## src/rtl/gci_slot_pkg.sv

```systemverilog
// Shared frame geometry for the GCI channel slot engine.
// Assumes power-of-two byte, channel and frame sizes, so that a bit
// position splits cleanly into group / slot / kind / bit fields.
package gci_slot_pkg;
    localparam int BYTE_W       = 8;
    localparam int BYTES_PER_CH = 4;
    localparam int NUM_CH       = 8;
    localparam int CH_PER_DEV   = 2;

    localparam int BIT_W    = $clog2(BYTE_W);
    localparam int KIND_W   = $clog2(BYTES_PER_CH);
    localparam int SUB_W    = $clog2(CH_PER_DEV);
    localparam int GRP_W    = $clog2(NUM_CH / CH_PER_DEV);
    localparam int POS_W    = BIT_W + KIND_W + SUB_W + GRP_W;
    localparam int KIND_LSB = BIT_W;
    localparam int SUB_LSB  = KIND_LSB + KIND_W;
    localparam int GRP_LSB  = SUB_LSB + SUB_W;
    localparam int TX_W     = CH_PER_DEV * BYTES_PER_CH * BYTE_W;
    localparam int TXIDX_W  = $clog2(TX_W);

    typedef enum logic [KIND_W-1:0] {
        KIND_B1  = 2'd0,
        KIND_B2  = 2'd1,
        KIND_MON = 2'd2,
        KIND_SC  = 2'd3
    } byte_kind_e;
endpackage

```

## src/rtl/gci_frame_timer.sv

```systemverilog
// Tracks the bit position inside the 256-bit frame.
// Assumes fsync is high on the edge that samples position 0.
// pos_o is the position sampled on this edge; nxt_o is the position
// carried on the line during the coming cycle.
module gci_frame_timer
    import gci_slot_pkg::*;
(
    input  logic             clk,
    input  logic             rst_n,
    input  logic             fsync,
    output logic [POS_W-1:0] pos_o,
    output logic [POS_W-1:0] nxt_o,
    output logic             live_o,
    output logic             latch_o
);
    logic [POS_W-1:0] cnt_q;
    logic             synced_q;

    // Current and next position; fsync forces a restart at 0.
    always_comb begin
        pos_o   = fsync ? '0 : cnt_q + POS_W'(1);
        nxt_o   = pos_o + POS_W'(1);
        live_o  = synced_q | fsync;
        latch_o = (synced_q & (&pos_o)) | (fsync & ~synced_q);
    end

    // Position register and sticky sync flag.
    always_ff @(posedge clk) begin
        if (!rst_n) begin
            cnt_q    <= '0;
            synced_q <= 1'b0;
        end else begin
            cnt_q    <= pos_o;
            synced_q <= synced_q | fsync;
        end
    end
endmodule

```

## src/rtl/gci_rx_deframer.sv

```systemverilog
// Collects downstream bits and hands out each byte that ends inside
// the addressed channel pair, together with its slot and kind.
// Assumes MSB-first bytes aligned to multiples of BYTE_W positions.
module gci_rx_deframer
    import gci_slot_pkg::*;
(
    input  logic              clk,
    input  logic              rst_n,
    input  logic              dn_rx,
    input  logic [GRP_W-1:0]  addr,
    input  logic [POS_W-1:0]  pos,
    input  logic              live,
    output logic [BYTE_W-1:0] rx_data,
    output logic              rx_valid,
    output logic [SUB_W-1:0]  rx_slot,
    output logic [KIND_W-1:0] rx_kind
);
    logic [BYTE_W-2:0] shift_q;
    logic              byte_done;
    byte_kind_e        kind_w;

    // A byte is complete on its last bit inside the selected pair.
    always_comb begin
        byte_done = live && (pos[POS_W-1:GRP_LSB] == addr) && (&pos[BIT_W-1:0]);
        kind_w    = byte_kind_e'(pos[SUB_LSB-1:KIND_LSB]);
    end

    // Shift register for the leading bits of the byte.
    always_ff @(posedge clk) begin
        if (!rst_n) shift_q <= '0;
        else        shift_q <= {shift_q[BYTE_W-3:0], dn_rx};
    end

    // Output byte, tags and strobe.
    always_ff @(posedge clk) begin
        if (!rst_n) begin
            rx_data  <= '0;
            rx_valid <= 1'b0;
            rx_slot  <= '0;
            rx_kind  <= '0;
        end else begin
            rx_valid <= byte_done;
            if (byte_done) begin
                rx_data <= {shift_q, dn_rx};
                rx_slot <= pos[GRP_LSB-1:SUB_LSB];
                rx_kind <= kind_w;
            end
        end
    end
endmodule

```

## src/rtl/gci_tx_framer.sv

```systemverilog
// Serialises the device's bytes into the addressed channel pair on
// the upstream line, one cycle ahead of the position being sampled.
// Assumes nxt is the position carried during the coming cycle.
module gci_tx_framer
    import gci_slot_pkg::*;
(
    input  logic             clk,
    input  logic             rst_n,
    input  logic [TX_W-1:0]  tx_bytes,
    input  logic [GRP_W-1:0] addr,
    input  logic [POS_W-1:0] nxt,
    input  logic             live,
    input  logic             latch,
    output logic             up_tx,
    output logic             up_oe
);
    logic [TX_W-1:0]    tx_q;
    logic [TX_W-1:0]    src;
    logic [TXIDX_W-1:0] bit_idx;
    logic               drive;

    // Pick the source byte bit for the next position, MSB first.
    always_comb begin
        src     = latch ? tx_bytes : tx_q;
        bit_idx = {nxt[GRP_LSB-1:BIT_W], ~nxt[BIT_W-1:0]};
        drive   = live && (nxt[POS_W-1:GRP_LSB] == addr);
    end

    // Frame-wide copy of the outgoing bytes.
    always_ff @(posedge clk) begin
        if (!rst_n)     tx_q <= '0;
        else if (latch) tx_q <= tx_bytes;
    end

    // Registered line output and enable.
    always_ff @(posedge clk) begin
        if (!rst_n) begin
            up_tx <= 1'b0;
            up_oe <= 1'b0;
        end else begin
            up_oe <= drive;
            up_tx <= drive & src[bit_idx];
        end
    end
endmodule

```

## src/rtl/gci_slot_engine.sv

```systemverilog
// Top of the GCI channel slot engine: frame timer, downstream
// deframer and upstream framer sharing one bit position.
// Assumes clk is the bus data clock and fsync is synchronous to it.
module gci_slot_engine
    import gci_slot_pkg::*;
(
    input  logic              clk,
    input  logic              rst_n,
    input  logic              fsync,
    input  logic [GRP_W-1:0]  addr,
    input  logic              dn_rx,
    input  logic [TX_W-1:0]   tx_bytes,
    output logic              up_tx,
    output logic              up_oe,
    output logic [BYTE_W-1:0] rx_data,
    output logic              rx_valid,
    output logic [SUB_W-1:0]  rx_slot,
    output logic [KIND_W-1:0] rx_kind
);
    logic [POS_W-1:0] pos;
    logic [POS_W-1:0] nxt;
    logic             live;
    logic             latch;

    gci_frame_timer u_timer (
        .clk(clk), .rst_n(rst_n), .fsync(fsync),
        .pos_o(pos), .nxt_o(nxt), .live_o(live), .latch_o(latch)
    );

    gci_rx_deframer u_rx (
        .clk(clk), .rst_n(rst_n), .dn_rx(dn_rx), .addr(addr),
        .pos(pos), .live(live),
        .rx_data(rx_data), .rx_valid(rx_valid),
        .rx_slot(rx_slot), .rx_kind(rx_kind)
    );

    gci_tx_framer u_tx (
        .clk(clk), .rst_n(rst_n), .tx_bytes(tx_bytes), .addr(addr),
        .nxt(nxt), .live(live), .latch(latch),
        .up_tx(up_tx), .up_oe(up_oe)
    );
endmodule

```

## config.mk

```make
export PLATFORM = sky130hd
export DESIGN_NAME = gci_slot_engine
export DESIGN_NICKNAME = d
export VERILOG_FILES = /design/src/rtl/gci_slot_pkg.sv /design/src/rtl/gci_frame_timer.sv /design/src/rtl/gci_rx_deframer.sv /design/src/rtl/gci_tx_framer.sv /design/src/rtl/gci_slot_engine.sv
export SDC_FILE = /design/constraint.sdc
export NUM_CORES = 1
export LEC_CHECK = 0
export BUFFER_PORTS_ARGS = -buffer_cell sky130_fd_sc_hd__clkbuf_2
export CORE_ASPECT_RATIO = 0.75
export CORE_MARGIN = 2
export CORE_UTILIZATION = 51
export CTS_BUF_LIST = sky130_fd_sc_hd__clkbuf_4
export CTS_CLUSTER_DIAMETER = 100
export DETAILED_ROUTE_END_ITERATION = 7
export GPL_TIMING_DRIVEN = 0
export PLACE_DENSITY_LB_ADDON = 0.3
export SYNTH_ARGS = -nofsm -noshare
export SYNTH_HDL_FRONTEND = slang
export SYNTH_SLANG_ARGS = --single-unit
```

## constraint.sdc

```tcl
create_clock -name clk -period 5 [get_ports clk]
set_input_delay 0 -clock clk [delete_from_list [all_inputs] [get_ports clk]]
set_output_delay 0 -clock clk [all_outputs]
set_load 0.05 [all_outputs]
```

### Word-level counts from Yosys, hierarchy flattened

Index checks and enable logic that the tools add are counted.

| operators by class | value |
|---|---|
| reduce and logical (&&, ||, !) cells | 5 |
| bitwise logic cells | 7 |
| eq/ne operators | 2 |
| multipliers | 0 |
| muxes and demuxes | 4 |
| shift-type cells | 0 |
| add/sub/neg operators | 2 |
| magnitude comparators | 1 |
| div/mod/pow operators | 0 |

Operators with widths:

| kind | number |
|---|---|
| two-way mux 64 bit | 1 |
| adder 8 x 1 -> 8 bit, second input constant | 2 |
| two-way mux 8 bit | 1 |
| AND reduction 8 bit | 1 |
| < comparator 6 x 7 -> 1 bit, second input constant | 1 |
| binary-select mux 1 bit (select 6 bit) | 1 |
| == test 2 bit | 2 |
| bitwise AND 1 bit | 3 |
| logical AND 1 bit | 3 |
| NOT 3 bit | 1 |
| AND reduction 3 bit | 1 |
| bitwise OR 1 bit | 2 |
| two-way mux 1 bit | 1 |
| NOT 1 bit | 1 |

| storage, ports and cells | value |
|---|---|
| bits in latches | 0 |
| bits in registers | 94 |
| memory bits (writable) | 0 |
| word-level logic and storage cells | 31 |
| memories kept | 0 |
| bits in read-only memories | 0 |

### Logic depth before layout (Yosys ltp)

Gate-level depths: netlist of the first run.

| logic depth | value |
|---|---|
| depth after elaboration | 9 |
| mapped depth | 17 |
| mapped depth without buffers | 13 |

### Cells and area by module

Synthesis of the first run repeated with hierarchy kept, for this count alone.

| second synthesis, totals | value |
|---|---|
| cell total of the unflattened synthesis | 424 |
| area total of the unflattened synthesis | 4519.3 um^2 |

By module, submodules not included:

| module | area each (um^2) | seq. area each (um^2) | instances | cells an instance |
|---|---|---|---|---|
| gci_tx_framer | 3303.2 | 1321.3 | 1 | 296 |
| gci_rx_deframer | 658.1 | 380.4 | 1 | 67 |
| gci_frame_timer | 558.0 | 180.2 | 1 | 61 |

### Worst setup path before layout of the first run

OpenSTA, ideal clock, no wires.

| path | value |
|---|---|
| kind | reg-to-reg |
| from | register u_timer.cnt_q[0] |
| to | register u_tx.up_tx |
| path buffers | 3 |
| period minus slack after synthesis | 3.630 ns |
| library setup time | 0.093 ns |
| data arrival time | 3.537 ns |
| cell stages (with the launch flop) | 16 |
| path slack | 1.370 ns |
| required time | 4.907 ns |
| cells stage by stage | dfxtp_1 buf_4 inv_1 nand2_1 inv_1 clkbuf_1 clkbuf_1 ha_1 nand3_1 o31ai_4 mux4_1 nor4b_2 a31oi_1 and4_1 nand4_1 o311ai_2 |

| on the way | value |
|---|---|
| longest elaborated chain between the ends | 9 |
| elaborated cells between the ends (all ways) | 13 |
| those cells by class | 2 x add/sub; 1 x eq/ne; 4 x mux; 4 x bitwise; 2 x reduce/logical |

RTL lines:

| what | RTL line | text |
|---|---|---|
| start: declaration | gci_frame_timer.sv:16 | `logic [POS_W-1:0] cnt_q;` |
| start signal: assignment | gci_frame_timer.sv:33 | `cnt_q <= pos_o;` |
| adder 8 x 1 -> 8 bit (*) | gci_frame_timer.sv:21 | `pos_o = fsync ? '0 : cnt_q + POS_W'(1);` |
| two-way mux 8 bit (*) | gci_frame_timer.sv:21 |  |
| net pos[0] | gci_slot_engine.sv:20 | `logic [POS_W-1:0] pos;` |
| branches (longest 6 deep; another with adder 8 x 1 -> 8 bit) | -- |  |
| bitwise AND 1 bit (*) | gci_tx_framer.sv:42 | `up_tx <= drive & src[bit_idx];` |
| end signal: assignment | gci_tx_framer.sv:42 |  |
| end: declaration | gci_tx_framer.sv:14 | `output logic up_tx,` |

Mark *: on every way through the listed nets, which the timed path passes. The select of a mux whose other input is x is not followed.
A chain may end at the register's enable or synchronous reset.

### Worst setup path in the final report of the first run

Ends and elaborated chain as after synthesis.

==> results.yml, run 1 <==
yosys:
  synthFlopType: "dfxtp_1"
  synth_compound_area_share_pct: 19.3
  synthXorXnorAreaFrac_pct: 1.94
  async_flop_share_pct: 0
  muxShareOfSynthArea_pct: 11.2
  synth_adder_area_share_pct: 0.831
  ys.warnings.count: 0
  synth_nets: 599
  ys_ff_latch: 94
  netlist_instances: 526
  synth_edf_count: 0
  netlist_area_um2: 4520
  synth.avg_cell_area_um2: 8.59
  ys_seq_area_share_pct: 41.7
  yosys.area_share.simple_pct: 20.4
  yosysUniqueCellTypes: 63
  synth_top_family_by_area: "simple AND/OR/NAND/NOR gates"
clocking:
  tritoncts: "built"
  clock-sinks: 94
  post_cts_resized: 0
  clk_pin_slew_worst_paths_ns: 0.15
  clockBufferDepth: 2
  htreeDepth: 3
  cts_buffers: 9
  root_buffer: "clkbuf_4"
  clock_latency_ns: 0.48
run:
  maxCapViolations: 0
timing:
  max_freq_mhz: 212
  rsz0062_at_grt: "no"
  slew_viol_final: 0
  fin_crit_sh_pct: 94.2
  min_period_ns: 4.71
  worst_pin_slew_ns: 0.954
  setup_viol: 0
  final.setup.tns_ns: 0
  slew_headroom_pct: 35.9
  skew_ns: 0.0197
  hold_violations: 0
setup_path:
  worstSetupPathType: "reg2reg"
  r2r-end: "u_tx.up_tx"
  worst_setup_path_start_kind: "flip-flop"
  timing.rr.start: "u_timer.cnt_q[0]"
  worstPathArrival_ns: 5.04
  rrSetupSlack_ns: 0.29
  cp-endpoint: "u_tx.up_tx"
  required_ns: 5.33
  crit_start: "u_timer.cnt_q[0]"
  worstSetupEndpointType: "flip-flop"
  r2r_cells: 16
  crit_fanout: 10
die:
  ios: 84
  dieHeight_um: 85.5
  dieArea_um2: 9640
  die_w_um: 113
  core_region_area_um2: 8530
  initial_utilization_pct: 53.0
  rows: 29
route:
  detail-route-antenna-nets: 0
  finalWirelength_mm: 14.1
  drc_errors: 0
  first_pass_iters: 5
  wl_per_cell_um: 17.6
  drtIter0Drc: 601
  viasPerCell: 5.90
  dr_total_vias: 4741
layout:
  area_delta_synth_final_pct: 30.5
  register_area_um2: 1880
  post-route-util_pct: 69.2
  layout-drive-gt1-share_pct: 17.7
  diodes: 0
  fillerInstances: 674
  fin_nets: 764
  multiInputGateArea_um2: 2430
outcome:
  status: "finished, final reports clean"
power:
  power.density_nw_per_um2: 246
  p_leak_nw: 2.50
  ir_drop_mv: 0.236
global_route:
  antenna_found_initial: 0
  grt_max_degree: 17
  overflow: 0
  grt.total_usage_pct: 29.9
  grt_pass1_wl_mm: 22.3
  grt_pass1_vias: 4312
placement:
  portBuffers: 83
  dp_hpwl_mm: 9.94
  place.gp.congestion: 0.917
worst_hold_path:
  hp-class: "in2reg"
  min_path_cells: 5
==> Yosys cell counts (2+ instances only) <==
cell type,count,area (um^2)
or2_2,2,12.5
a211o_1,5,43.8
o311ai_0,2,17.5
buf_6,2,22.5
a221o_1,8,80.1
mux4_2,3,67.6
nor4bb_1,2,20.0
o32ai_1,2,17.5
nand4_1,6,37.5
a21o_1,3,22.5
xor2_1,3,26.3
clkbuf_1,20,75.1
a221oi_1,13,114
dfxtp_1,94,1880
a31oi_1,4,25.0
nand2b_1,3,18.8
nor3_1,4,20.0
buf_2,6,30.0
o21ai_0,18,90.1
or3_1,3,18.8
nand2_1,88,330
a21oi_1,48,240
nor2_1,52,195
and2_1,16,100
inv_1,11,41.3
xnor2_1,7,61.3
o22ai_1,5,31.3
mux2_2,2,22.5
o211ai_1,2,15.0
buf_1,4,15.0
mux2i_1,39,390
nand3_1,7,35.0
o31a_1,2,17.5
and3_1,5,31.3
ha_1,3,37.5
nor2b_1,2,12.5
o21a_1,3,22.5
or4_1,2,15.0
==> area by class of cell <==
class                      count  share of cell area, %
multi-input combinational    386                   41.1
clock inverter                 7                  0.827
clock buffer                   9                   1.15
sequential                    94                   31.9
buffer                        34                   2.80
inverter                      12                  0.764
tap                          108                   2.29
timing repair buffer         154                   19.1
==> through the flow <==
step / total power, mW / instance area, um^2 / hold slack (ns) / setup WS [ns] / std cells
after global placement: 1.03 / 5070 / 0.218 / 0.317 / 717
final: 1.45 / 5900 / 0.0734 / 0.291 / 804
after floorplan: 0.953 / 4520 / 0.122 / 1.37 / 526
after CTS: 1.44 / 5860 / 0.0561 / 0.277 / 800
after global routing: 1.51 / 5900 / 0.0748 / 0.0258 / 804
after detailed placement: 1.04 / 5070 / 0.227 / 0.275 / 717
==> flip-flops by register name, indices dropped and copies added (netlist names) <==
| signal | flops |
|---|---|
| u_rx.rx_kind | 2 |
| u_rx.rx_data | 8 |
| u_tx.tx_q | 64 |
| u_tx.up_oe | 1 |
| u_tx.up_tx | 1 |
| u_rx.shift_q | 7 |
| u_rx.rx_slot | 1 |
| u_timer.synced_q | 1 |
| u_rx.rx_valid | 1 |
| u_timer.cnt_q | 8 |
==> kinds of logic after synthesis <==
family | after synthesis
DFF | 94
muxes | 45
buffers and inverters | 46
adders and majority gates | 3
AOI/OAI and AO/OA | 128
xor gates and xnor gates | 10
and+or+nand+nor | 200
==> repair_timing <==
item | CTS | global route
endpoints found under the hold margin | 69 | 0
hold buffers | 67 | 0
endpoints found under the setup margin | 0 | 1
buffers inserted | 0 | 4
==> worst min path at each step <==
stage / start / endpoint / slack [ns]
2_1_floorplan: dn_rx / u_rx.shift_q[0] / 0.12
6_report: addr[1] / u_rx.rx_slot / 0.07
3_3_place_gp: dn_rx / u_rx.shift_q[0] / 0.22
3_5_place_dp: dn_rx / u_rx.shift_q[0] / 0.23
5_1_grt: addr[1] / u_rx.rx_data[7] / 0.07
4_1_cts: addr[1] / u_rx.rx_slot / 0.06
==> report_power, final <==
group / internal (mW) / leakage, nW / switching [mW]
Clock: 0.103 / 0.0613 / 0.271
Combinational: 0.130 / 1.67 / 0.153
Sequential: 0.782 / 0.768 / 0.0152
Total: 1.01 / 2.50 / 0.439
==> layer usage <==
| layer | vias up | global-route usage, % | share of wire, % |
|---|---|---|---|
| met4 | 0 | 7.87 | 1.6 |
| met3 | 32 | 7.56 | 11 |
| met2 | 283 | 45.2 | 45 |
| met1 | 2216 | 42.9 | 43 |
| met5 | - | 0 | 0 |
| li1 | 2210 | - | - |
==> worst max-delay path: stages (launching register included) <==
cell and delay (ns):
dfxtp_1 0.36, buf_4 0.18, inv_1 0.08, nand2_1 0.24
inv_1 0.20, clkbuf_1 0.47, clkbuf_1 0.46, ha_1 0.31
and3_1 0.17, clkbuf_1 0.21, a31oi_1 0.36, clkbuf_1 0.35
a221oi_1 0.37, o21ai_0 0.21, a31oi_1 0.32, a21bo_1 0.18
o311ai_2 0.10
==> cells in the final DEF, fill, tap and decap left out, types with 3 or more instances in the layout <==
master,n
nand4_1,6
xor2_1,3
or3_1,3
a21oi_1,48
o22ai_1,5
and2_1,16
mux2i_1,39
clkbuf_2,83
a21o_1,3
buf_1,4
buf_2,6
nor3_1,4
nand2_1,88
nand2b_1,3
o21ai_0,18
a31oi_1,4
a221o_1,8
mux4_2,3
dlygate4sd3_1,67
clkbuf_1,20
o21a_1,3
xnor2_1,7
nor2_1,52
nand3_1,7
and3_1,5
a211o_1,5
dfxtp_1,94
a221oi_1,13
buf_4,4
clkbuf_4,9
ha_1,3
inv_1,11
Power figures use the tool's default switching activity.
==> run 2: changes to the inputs <==
--- a/config.mk
+++ b/config.mk
@@ -8,7 +8,7 @@
 export BUFFER_PORTS_ARGS = -buffer_cell sky130_fd_sc_hd__clkbuf_2
 export CORE_ASPECT_RATIO = 0.75
 export CORE_MARGIN = 2
-export CORE_UTILIZATION = 51
+export CORE_UTILIZATION = 40
 export CTS_BUF_LIST = sky130_fd_sc_hd__clkbuf_4
 export CTS_CLUSTER_DIAMETER = 100
 export DETAILED_ROUTE_END_ITERATION = 7
==> constraint.sdc (replaced) <==
create_clock -name clk -period 3.8 [get_ports clk]
set_input_delay 0 -clock clk [delete_from_list [all_inputs] [get_ports clk]]
set_output_delay 0 -clock clk [all_outputs]
set_load 0.05 [all_outputs]
==> results.yml, run 2 (synthesized netlist as in run 1, its figures left out) <==
setup_path:
  cp_cell_sequence: "ha_2 -> nand3_2 -> or4_1 -> a221o_2 -> o31ai_4 -> buf_12 -> buf_8 -> buf_6 -> mux2i_2 -> a221oi_2 -> a31oi_1 -> a21bo_1 -> o311ai_2"
  worstSetupPathType: "reg2reg"
  worstSetupEndpointType: "flip-flop"
  crit_fanout: 10
  required_ns: 4.15
  worst_setup_path_start_kind: "flip-flop"
  r2r-end: "u_tx.up_tx"
  worstPathArrival_ns: 4.03
  critPathMaxStageDelay_ns: 0.52
  timing.rr.start: "u_timer.cnt_q[1]"
  rrSetupSlack_ns: 0.13
  cp_slowest_cell: "or4_1"
  r2r_cells: 13
layout:
  diodes: 0
  fillerInstances: 987
  final_common_cell: "dfxtp_1"
  mostFrequentLayoutCells: "dfxtp_1 (92), nand2_1 (87), clkbuf_2 (85)"
  layout-drive-gt1-share_pct: 21.6
  fin_nets: 763
  top_register: "u_tx.tx_q"
  final_area_um2: 6080
  reg_top3: "u_tx.tx_q x64, u_rx.rx_data x8, u_timer.cnt_q x8"
  largest_register_ffs: 64
  post-route-util_pct: 55.4
  area_delta_synth_final_pct: 34.7
die:
  dieArea_um2: 12200
  rows: 33
  ios: 84
  dieHeight_um: 96.0
  initial_utilization_pct: 41.1
  die_w_um: 127
  core_region_area_um2: 11000
placement:
  dp_hpwl_mm: 10.5
  portBuffers: 83
  dpl_cell_area_um2: 5110
  place.gp.congestion: 0.918
route:
  top_layer: "met4"
  viasPerCell: 5.50
  drtIter0Drc: 392
  wl_per_cell_um: 17.4
  route.met2.wl_mm: 6.21
  dr_total_vias: 4596
  drc_errors: 0
  wl_met3_mm: 1.11
  first_pass_iters: 5
  detail-route-antenna-nets: 0
  finalWirelength_mm: 14.5
  wl_met1_mm: 7.08
clocking:
  root_buffer: "clkbuf_4"
  clock_latency_ns: 0.47
  cts_buffers: 9
  clockBufferDepth: 2
  tritoncts: "built"
  htreeDepth: 3
  clock-sinks: 94
  clk_pin_slew_worst_paths_ns: 0.16
global_route:
  overflow: 0
  grt_pass1_wl_mm: 22.5
  grt.total_usage_pct: 24.2
  grt_pass1_vias: 4267
  antenna_found_initial: 0
  grt_max_degree: 18
timing:
  final.setup.tns_ns: 0
  slew_viol_final: 0
  slew_headroom_pct: 40.4
  hold_violations: 0
  min_period_ns: 3.67
  fin_crit_sh_pct: 96.7
  setup_viol: 0
  max_freq_mhz: 272
  worst_pin_slew_ns: 0.883
  rsz0062_at_grt: "no"
  skew_ns: 0.0168
power:
  ir_drop_mv: 0.189
  power.density_nw_per_um2: 335
  total_power_mw: 2.04
  p_leak_nw: 2.57
outcome:
  status: "finished, final reports clean"
worst_hold_path:
  min_path_cells: 5
  hp-class: "in2reg"
  hold_end: "u_rx.rx_data[7]"
  hold_path.startpoint: "addr[0]"
run:
  maxCapViolations: 0
## run 2: changes by cell type in the layout (fill, tap and decap cells not counted), sizes merged
cell      delta
inv          +4
clkinv       -4
clkinvlp     -2
buf          +3
clkbuf       -3
bufinv       +1
## run 2: area by class of cell
cell class              instances  area [um^2]  share of cell area, %
multi-input cells             386         2520                   41.5
clock buffers                  10         75.1                   1.23
clock inverters                 6         76.3                   1.25
plain buffers                  32          169                   2.78
flip-flops and latches         94         1880                   31.0
inverters                      12         45.0                  0.740
well taps                     140          175                   2.88
repair buffers                155         1140                   18.7
## run 2: what timing repair did
item / 4_1_cts / 5_1_grt
setup buffers: 3 / 2
hold buffers: 67 / 0
endpoints found under the hold margin: 69 / 0
endpoints found under the setup margin: 57 / 10
resized for setup: 16 / 19
pin swaps: 1 / 1
## run 2: how the worst max path moves through the flow
stage | to | depth (start not counted) | slack [ns] | start
3_5_place_dp | u_tx.up_tx | 17 | -0.96 | fsync
3_3_place_gp | u_tx.up_tx | 17 | -0.90 | fsync
4_1_cts | u_tx.up_tx | 17 | 0.0008 | u_timer.cnt_q[0]
6_report | u_tx.up_tx | 13 | 0.13 | u_timer.cnt_q[1]
2_1_floorplan | u_tx.up_tx | 15 | 0.17 | u_timer.cnt_q[0]
5_1_grt | u_tx.up_tx | 16 | 0.009 | u_timer.cnt_q[0]
## run 2: worst max-delay path: cells and delay by family (launching register included)
| family | cells | cell delay [ns] |
|---|---|---|
| AO/OA/AOI/OAI | 6 | 1.44 |
| AND/OR/NAND/NOR | 2 | 0.66 |
| buffers and inverters | 3 | 0.50 |
| flip-flops | 1 | 0.39 |
| multiplexers | 1 | 0.32 |
| adder cells (fa/ha/maj) | 1 | 0.25 |
## run 2: stage by stage
stage	worst slack [ns]	hold slack, ns	cells
floorplan	0.170	0.122	526
global placement	-0.896	0.231	749
detailed placement	-0.957	0.239	749
CTS	0.000800	0.0828	833
global route	0.00931	0.113	835
finish	0.125	0.0961	835
## run 2: where the power goes
part / internal [mW] / switching [mW] / leakage, nW
sequential: 1.03 / 0.0200 / 0.769
clock: 0.223 / 0.389 / 0.0843
combinational: 0.176 / 0.204 / 1.72
total: 1.43 / 0.612 / 2.57
## run 2: routing by layer
layer  up-vias  track usage, %
li1       2215               -
met1      2176            35.0
met5         -               0
met2       190            37.4
met4         0            4.58
met3        15            5.50
